[config.mk]
export PLATFORM = sky130hd
export DESIGN_NAME = bus_switch_arbiter
export DESIGN_NICKNAME = d
export VERILOG_FILES = /design/src/rtl/bsa_pkg.sv /design/src/rtl/bsa_first_one.sv /design/src/rtl/bsa_eng_select.sv /design/src/rtl/bus_switch_arbiter.sv
export SDC_FILE = /design/constraint.sdc
export NUM_CORES = 1
export LEC_CHECK = 0
export BUFFER_PORTS_ARGS = -buffer_cell sky130_fd_sc_hd__buf_4
export CAP_MARGIN = 25
export CORE_AREA = 5 5 42 44
export CTS_CLUSTER_DIAMETER = 30
export DETAILED_ROUTE_END_ITERATION = 12
export DIE_AREA = 0 0 47 49
export HOLD_SLACK_MARGIN = 0.12
export PLACE_DENSITY = 0.74
export SLEW_MARGIN = 20
export SYNTH_ARGS = -nofsm -noshare
export SYNTH_HDL_FRONTEND = slang
export SYNTH_HIERARCHICAL = 1
export SYNTH_SLANG_ARGS = --single-unit
export TNS_END_PERCENT = 100
[constraint.sdc]
create_clock -name clk -period 3.6 [get_ports clk]
set_clock_uncertainty 0.1 [all_clocks]
set_input_delay 0.72 -clock clk [delete_from_list [all_inputs] [get_ports clk]]
set_output_delay 0.72 -clock clk [all_outputs]
set_load 0.005 [all_outputs]
[src/rtl/bsa_pkg.sv]
package bsa_pkg;

    typedef enum logic {
        MODE_SUP  = 1'b0,
        MODE_USER = 1'b1
    } bus_mode_e;

endpackage

[src/rtl/bsa_first_one.sv]
module bsa_first_one #(
    parameter int W = 2
) (
    input  logic [W-1:0] req,
    output logic [W-1:0] pick
);

    always_comb begin
        pick = '0;
        for (int i = 0; i < W; i++) begin
            if (req[i] && (pick == '0)) begin
                pick[i] = 1'b1;
            end
        end
    end

endmodule

[src/rtl/bsa_eng_select.sv]
module bsa_eng_select #(
    parameter int NUM_ENG = 2,
    parameter int PRIO_W  = 2
) (
    input  logic                       clk,
    input  logic                       rst,
    input  logic [NUM_ENG-1:0]         valid,
    input  logic [NUM_ENG*PRIO_W-1:0]  prio,
    output logic [NUM_ENG-1:0]         pick,
    output logic                       any
);

    localparam int PW = PRIO_W;

    logic [PW-1:0] best;
    logic          found;
    logic [PW-1:0] sel_prio;

    always_comb begin
        pick  = '0;
        best  = '0;
        found = 1'b0;
        for (int i = 0; i < NUM_ENG; i++) begin
            if (valid[i] && (!found || (prio[i*PW +: PW] > best))) begin
                pick    = '0;
                pick[i] = 1'b1;
                best    = prio[i*PW +: PW];
                found   = 1'b1;
            end
        end
    end

    assign any = |valid;

    // Priority of the picked engine, recovered from the pick vector
    always_comb begin
        sel_prio = '0;
        for (int i = 0; i < NUM_ENG; i++) begin
            if (pick[i]) sel_prio = prio[i*PW +: PW];
        end
    end

    for (genvar j = 0; j < NUM_ENG; j++) begin : g_chk
        AST_SEL_MAX: assert property (@(posedge clk) disable iff (rst)
            valid[j] |-> (sel_prio >= prio[j*PW +: PW]));
        AST_SEL_TIE: assert property (@(posedge clk) disable iff (rst)
            (valid[j] && (prio[j*PW +: PW] == sel_prio)) |-> ((pick >> (j+1)) == '0));
    end

endmodule

[src/rtl/bus_switch_arbiter.sv]
module bus_switch_arbiter
    import bsa_pkg::*;
#(
    parameter int NUM_BRG = 2,
    parameter int NUM_ENG = 2,
    parameter int PRIO_W  = 2
) (
    input  logic                              clk,
    input  logic                              rst,
    input  logic [NUM_BRG-1:0]                brg_req,
    input  logic [NUM_BRG-1:0]                brg_rmw,
    input  logic [NUM_BRG-1:0]                brg_user,
    input  logic [NUM_ENG-1:0]                eng_req,
    input  logic [NUM_ENG-1:0]                eng_wr,
    input  logic [NUM_ENG*PRIO_W-1:0]         eng_prio,
    input  logic                              lnk_req,
    input  logic                              xfer_done,
    output logic [NUM_BRG+NUM_ENG:0]          grant,
    output logic                              bus_user,
    output logic [NUM_BRG-1:0]                brg_err
);

    localparam int NUM_AGT = NUM_BRG + NUM_ENG + 1;
    localparam int ENG_LO  = NUM_BRG;
    localparam int LNK_IDX = NUM_AGT - 1;
    localparam int NUM_DIR = 2;   // 0 = write layer, 1 = read layer

    typedef struct packed {
        logic [NUM_AGT-1:0] grant;
        bus_mode_e          mode;
        logic [NUM_BRG-1:0] err;
    } arb_state_t;

    arb_state_t state_d, state_q;

    logic [NUM_BRG-1:0] brg_ok;
    logic [NUM_BRG-1:0] brg_pick;
    logic [NUM_ENG-1:0] dir_valid [NUM_DIR];
    logic [NUM_ENG-1:0] dir_pick  [NUM_DIR];
    logic               dir_any   [NUM_DIR];

    assign brg_ok = brg_req & ~brg_rmw;

    bsa_first_one #(.W(NUM_BRG)) u_brg_pick (
        .req  (brg_ok),
        .pick (brg_pick)
    );

    for (genvar d = 0; d < NUM_DIR; d++) begin : g_dir
        assign dir_valid[d] = (d == 0) ? (eng_req & eng_wr) : (eng_req & ~eng_wr);

        bsa_eng_select #(.NUM_ENG(NUM_ENG), .PRIO_W(PRIO_W)) u_sel (
            .clk   (clk),
            .rst   (rst),
            .valid (dir_valid[d]),
            .prio  (eng_prio),
            .pick  (dir_pick[d]),
            .any   (dir_any[d])
        );
    end

    always_comb begin
        state_d     = state_q;
        state_d.err = brg_req & brg_rmw;
        if (state_q.grant == '0) begin
            state_d.grant = '0;
            state_d.mode  = MODE_SUP;
            if (|brg_ok) begin
                state_d.grant[NUM_BRG-1:0] = brg_pick;
                state_d.mode = (|(brg_pick & brg_user)) ? MODE_USER : MODE_SUP;
            end else if (dir_any[0]) begin
                state_d.grant[ENG_LO +: NUM_ENG] = dir_pick[0];
            end else if (dir_any[1]) begin
                state_d.grant[ENG_LO +: NUM_ENG] = dir_pick[1];
            end else if (lnk_req) begin
                state_d.grant[LNK_IDX] = 1'b1;
            end
        end else if (xfer_done) begin
            state_d.grant = '0;
            state_d.mode  = MODE_SUP;
        end
    end

    always_ff @(posedge clk) begin
        if (rst) begin
            state_q <= '0;
        end else begin
            state_q <= state_d;
        end
    end

    assign grant    = state_q.grant;
    assign bus_user = (state_q.mode == MODE_USER);
    assign brg_err  = state_q.err;

    AST_GRANT_ONEHOT: assert property (@(posedge clk) disable iff (rst)
        $onehot0(grant));
    AST_GRANT_HOLD: assert property (@(posedge clk) disable iff (rst)
        ((grant != '0) && !xfer_done) |=> $stable(grant));
    AST_GRANT_RELEASE: assert property (@(posedge clk) disable iff (rst)
        ((grant != '0) && xfer_done) |=> (grant == '0));
    AST_BRG_FIRST: assert property (@(posedge clk) disable iff (rst)
        ((grant == '0) && |(brg_req & ~brg_rmw)) |=> |grant[NUM_BRG-1:0]);
    AST_WR_OVER_RD: assert property (@(posedge clk) disable iff (rst)
        ((grant == '0) && !(|(brg_req & ~brg_rmw)) && |(eng_req & eng_wr))
        |=> |(grant[ENG_LO +: NUM_ENG] & $past(eng_req & eng_wr)));
    AST_MODE_HELD: assert property (@(posedge clk) disable iff (rst)
        ((grant != '0) && !xfer_done) |=> $stable(bus_user));
    AST_SUP_NONBRG: assert property (@(posedge clk) disable iff (rst)
        (grant[LNK_IDX:ENG_LO] != '0) |-> !bus_user);
    AST_SUP_IDLE: assert property (@(posedge clk) disable iff (rst)
        (grant == '0) |-> !bus_user);

    for (genvar b = 0; b < NUM_BRG; b++) begin : g_rmw_chk
        AST_RMW_NO_GRANT: assert property (@(posedge clk) disable iff (rst)
            ((grant == '0) && brg_req[b] && brg_rmw[b]) |=> !grant[b]);
    end

endmodule

======== Word-level counts from Yosys, hierarchy flattened ========
Index checks and enable logic that the tools add are counted.
Widths: inputs -> output; s select.
cells by class
  add/subtract/negate cells ............... 0
  magnitude comparators ................... 2
  div/mod/pow operators ................... 0
  reduce and logical (&&, ||, !) cells .... 13
  multiplexer cells ....................... 20
  equality and inequality tests ........... 0
  multipliers ............................. 0
  bitwise gates (word level) .............. 8
  shift-type cells ........................ 0
operator list
  operator           number
  $mux 2             6
  $mux 6             2
  $and 2x2->2        5
  $mux 1             10
  $reduce_or 2->1    4
  $mux 3             2
  $logic_not 5->1    1
  $gt 2x2->1         2
  $not 2->2          2
  $logic_and 1x1->1  3
  $logic_not 1->1    2
  $logic_or 1x1->1   2
  $reduce_bool 2->1  1
  $not 1->1          1
word-level totals
  bits in writable memories ............... 0
  register bits ........................... 8
  word-level logic and storage cells ...... 46
  latch bits .............................. 0
  bits in read-only memories .............. 0
  input bits .............................. 18
  output and inout port bits .............. 8
  memories kept ........................... 0

======== Depth between registers and ports, before layout ========
  depth in word-level cells ............... 11
  depth in mapped cells ................... 10
  mapped depth without buffers ............ 10

======== By module ========
Netlist, hierarchy kept.
modules (own cells, without submodules)
  module              seq. area each (um^2)  area an instance (um^2)  cells an instance  instances
  bus_switch_arbiter  160.2                  379.1                    46                 1
  bsa_eng_select      0.0                    87.6                     12                 2
  bsa_first_one       0.0                    21.3                     2                  1

======== Least setup slack after synthesis ========
OpenSTA, ideal clock, no wires.
  path type ............................... in2reg
  from .................................... input port eng_req[0]
  to ...................................... register state_q, in the netlist grant[2]
  cell stages on the path ................. 10
  setup slack ............................. 1448 ps
  buffers on the path ..................... 0
  data arrival time ....................... 1927 ps
  library setup time ...................... 124 ps
  required time ........................... 3376 ps
  path through ............................ nor2b_1 -> nand2_1 -> ha_1 -> nor2b_4 -> o21ai_2 -> o21a_1 -> nand2_1 -> o21ai_0 -> a22oi_1 -> nor2_1
RTL lines
  item                    RTL line                  source
  start: declaration      bus_switch_arbiter.sv:13  input logic [NUM_ENG-1:0] eng_req,
  end signal: assignment  bus_switch_arbiter.sv:88  state_q <= state_d;
  end: declaration        bus_switch_arbiter.sv:34  arb_state_t state_d, state_q;

==> metrics.txt <==
Yosys warnings 6; Num CTS Buffers 3; DR pass1 iterations 4; CP Class in2reg; Commonest cells post-synth nand2_1 (11), dfxtp_1 (8), nor2_1 (8), inv_1 (5); row count 14; CTS tree done; fin crit share 0.5869; first-pass GRT wire length 2.235 mm; register area share after synthesis 0.2783; Initial DRC Count 10; Place WS 1.207 ns; Total GRT Usage 0.1291; via count 564; ys async rst share 0; Overflow after GRT 0; ranking of synthesized cells by area dfxtp_1 (28%), ha_1 (8.7%), nand2_1 (7.2%), nor2b_4 (7.2%), nor2_1 (5.2%); drt total wl 1.257 mm; Netlist cell types 22; RSZ-0062 raised after global routing false; via/cell ratio 4.947; Pins Over Slew Limit 0; final hold vios 0; crit path DAT 2.20 ns; placed instance count 111; Clock Path Buffers 2; H-Tree Depth 1; Wirelength per Cell 11.03 µm; syn_area_per_cell 7.994 µm²; antenna violations before repair 0; CP Capture Type flop; Critical Path Source Type input port; Top Family by Delay on Critical Path simple AND/OR/NAND/NOR gates; area grow syn2layout 38.04%; setup ws final 1.487 ns; Fill cells 143; Max Cap Viol 0; FMAX 0.4733 GHz; Leak 0.3809 nW; status completed; Starting Density 0.4107; Worst-Margin Slew 0.5457 ns; Mapped Nets 94; Required @ worst endpoint 3.69 ns; Die Wd 47 µm; Hold Buf Count CTS 0; share of post-route cells with drive strength above 1 0.3878; port buffer count 25; cell area after synthesis 575.6 µm²; Worst-path clk slew 0.05 ns; Seq cells post-synth 8; Mapped Cells 72; relative slew slack 0.6354; die height 49 µm; non-filler cells, final 114; worst skew pair latency 0.25 ns; post-layout util 0.5670; Placer Congestion 0.8115; post-cts gate resize count 0; Final min period 2.113 ns; ys flop type dfxtp_1; Worst Path Max Fanout 5; pin count of the biggest net entering global routing 9; ant diodes 0; setup TNS 0 ns; number of remaining DRC errors 0; Hold Slack 0.3842 ns; number of global-route vias before repair 556; final setup vio count 0; dpl hpwl 1.089 mm; io pins 26; Core ar. 0.001401 mm²; Buf/Inv on CP 1; slowest CP cell ha_1; critical path, cell by cell buf_4 -> nor2b_1 -> nand2_1 -> ha_1 -> nor2b_4 -> o21ai_2 -> o21a_1 -> nand2_1 -> o21ai_0 -> a22oi_1 -> nor2_1; Post-CTS Setup Inserts 0; leading area contributor after synthesis dfxtp_1; post-route ant nets 0; Peak VDD IR 0.1710 mV; Root Buffer clkbuf_4; die area 0.002303 mm²; clk sink count 8; cell mode on critical path nand2_1; cell area power density 289.6 mW/mm²; Multi-input gate area 385.4 µm²; post-synth top area share 0.2783; Nets 122; Storage cell area 160.2 µm²; Hold WC Path Type reg2reg; number of synthesized flops with an enable pin 0; Largest stage delay, worst path 0.29 ns; top-count cell post-synth nand2_1
-- through the flow --
stage	area (µm²)	power (mW)
floorplan	575.6	0.1390
global placement	772.0	0.1636
detailed placement	772.0	0.1656
CTS	794.5	0.2337
global route	794.5	0.2479
finish	794.5	0.2301
-- per-layer routing --
metal  global-route usage  routed length, µm
met4              0.02765                  0
met3              0.04797                 74
met5                    0                  0
met1               0.1372                492
met2               0.2308                690
-- placed cells by master, fill, tap and decap left out --
master,n
inv_1,5
a32oi_1,2
nor2b_1,4
or4_4,1
o21ai_2,2
o21a_1,2
dfxtp_1,8
nor2b_4,3
a21oi_1,4
nand2_1,11
a22oi_1,2
nor4_4,1
buf_4,25
clkbuf_4,3
ha_1,4
a22o_1,1
o21ai_0,2
and2_1,4
o211ai_1,1
nand3_1,2
or2_2,3
nor2_1,8
-- state kept, by name, summed over array words and instances, names as in the netlist --
| name | count |
|---|---|
| grant | 5 |
| brg_err | 2 |
| bus_user | 1 |
-- power by group --
group	internal, mW	switching [mW]	leakage (nW)
Combinational	0.0379	0.0300	0.302
Clock	0.0380	0.0290	0.0138
Sequential	0.0923	0.00286	0.0651
-- worst paths after layout --
kind              from  endpoint  slack (ns)  cells past startpoint
min reg2reg   grant[4]  grant[4]        0.38                      2
max reg2reg   grant[4]  grant[4]        2.04                      4
max          eng_wr[0]  grant[2]        1.49                     11
min           grant[4]  grant[4]        0.38                      2
-- layout make-up --
| type | count | share of cell area |
|---|---|---|
| multi-input combinational | 57 | 0.4850 |
| timing repair buffer | 25 | 0.2362 |
| sequential | 8 | 0.2016 |
| clock buffer | 3 | 0.02835 |
| tap | 16 | 0.02520 |
| inverter | 5 | 0.02362 |
-- worst reg2reg max path, cell delays in order (launching register included) --
cell and delay [ns]:
dfxtp_1 0.32, or4_4 0.57, nor4_4 0.23, nand3_1 0.12, a21oi_1 0.15
-- cells by family after synthesis --
| family | count (synthesis) | share of synthesized area |
|---|---|---|
| AOI/OAI and AO/OA | 16 | 0.1935 |
| buffers and inverters | 7 | 0.05218 |
| adders and majority gates | 4 | 0.08696 |
| and+or+nand+nor | 37 | 0.3891 |
| DFF | 8 | 0.2783 |
Note: power is estimated with default switching activity, not from simulation.
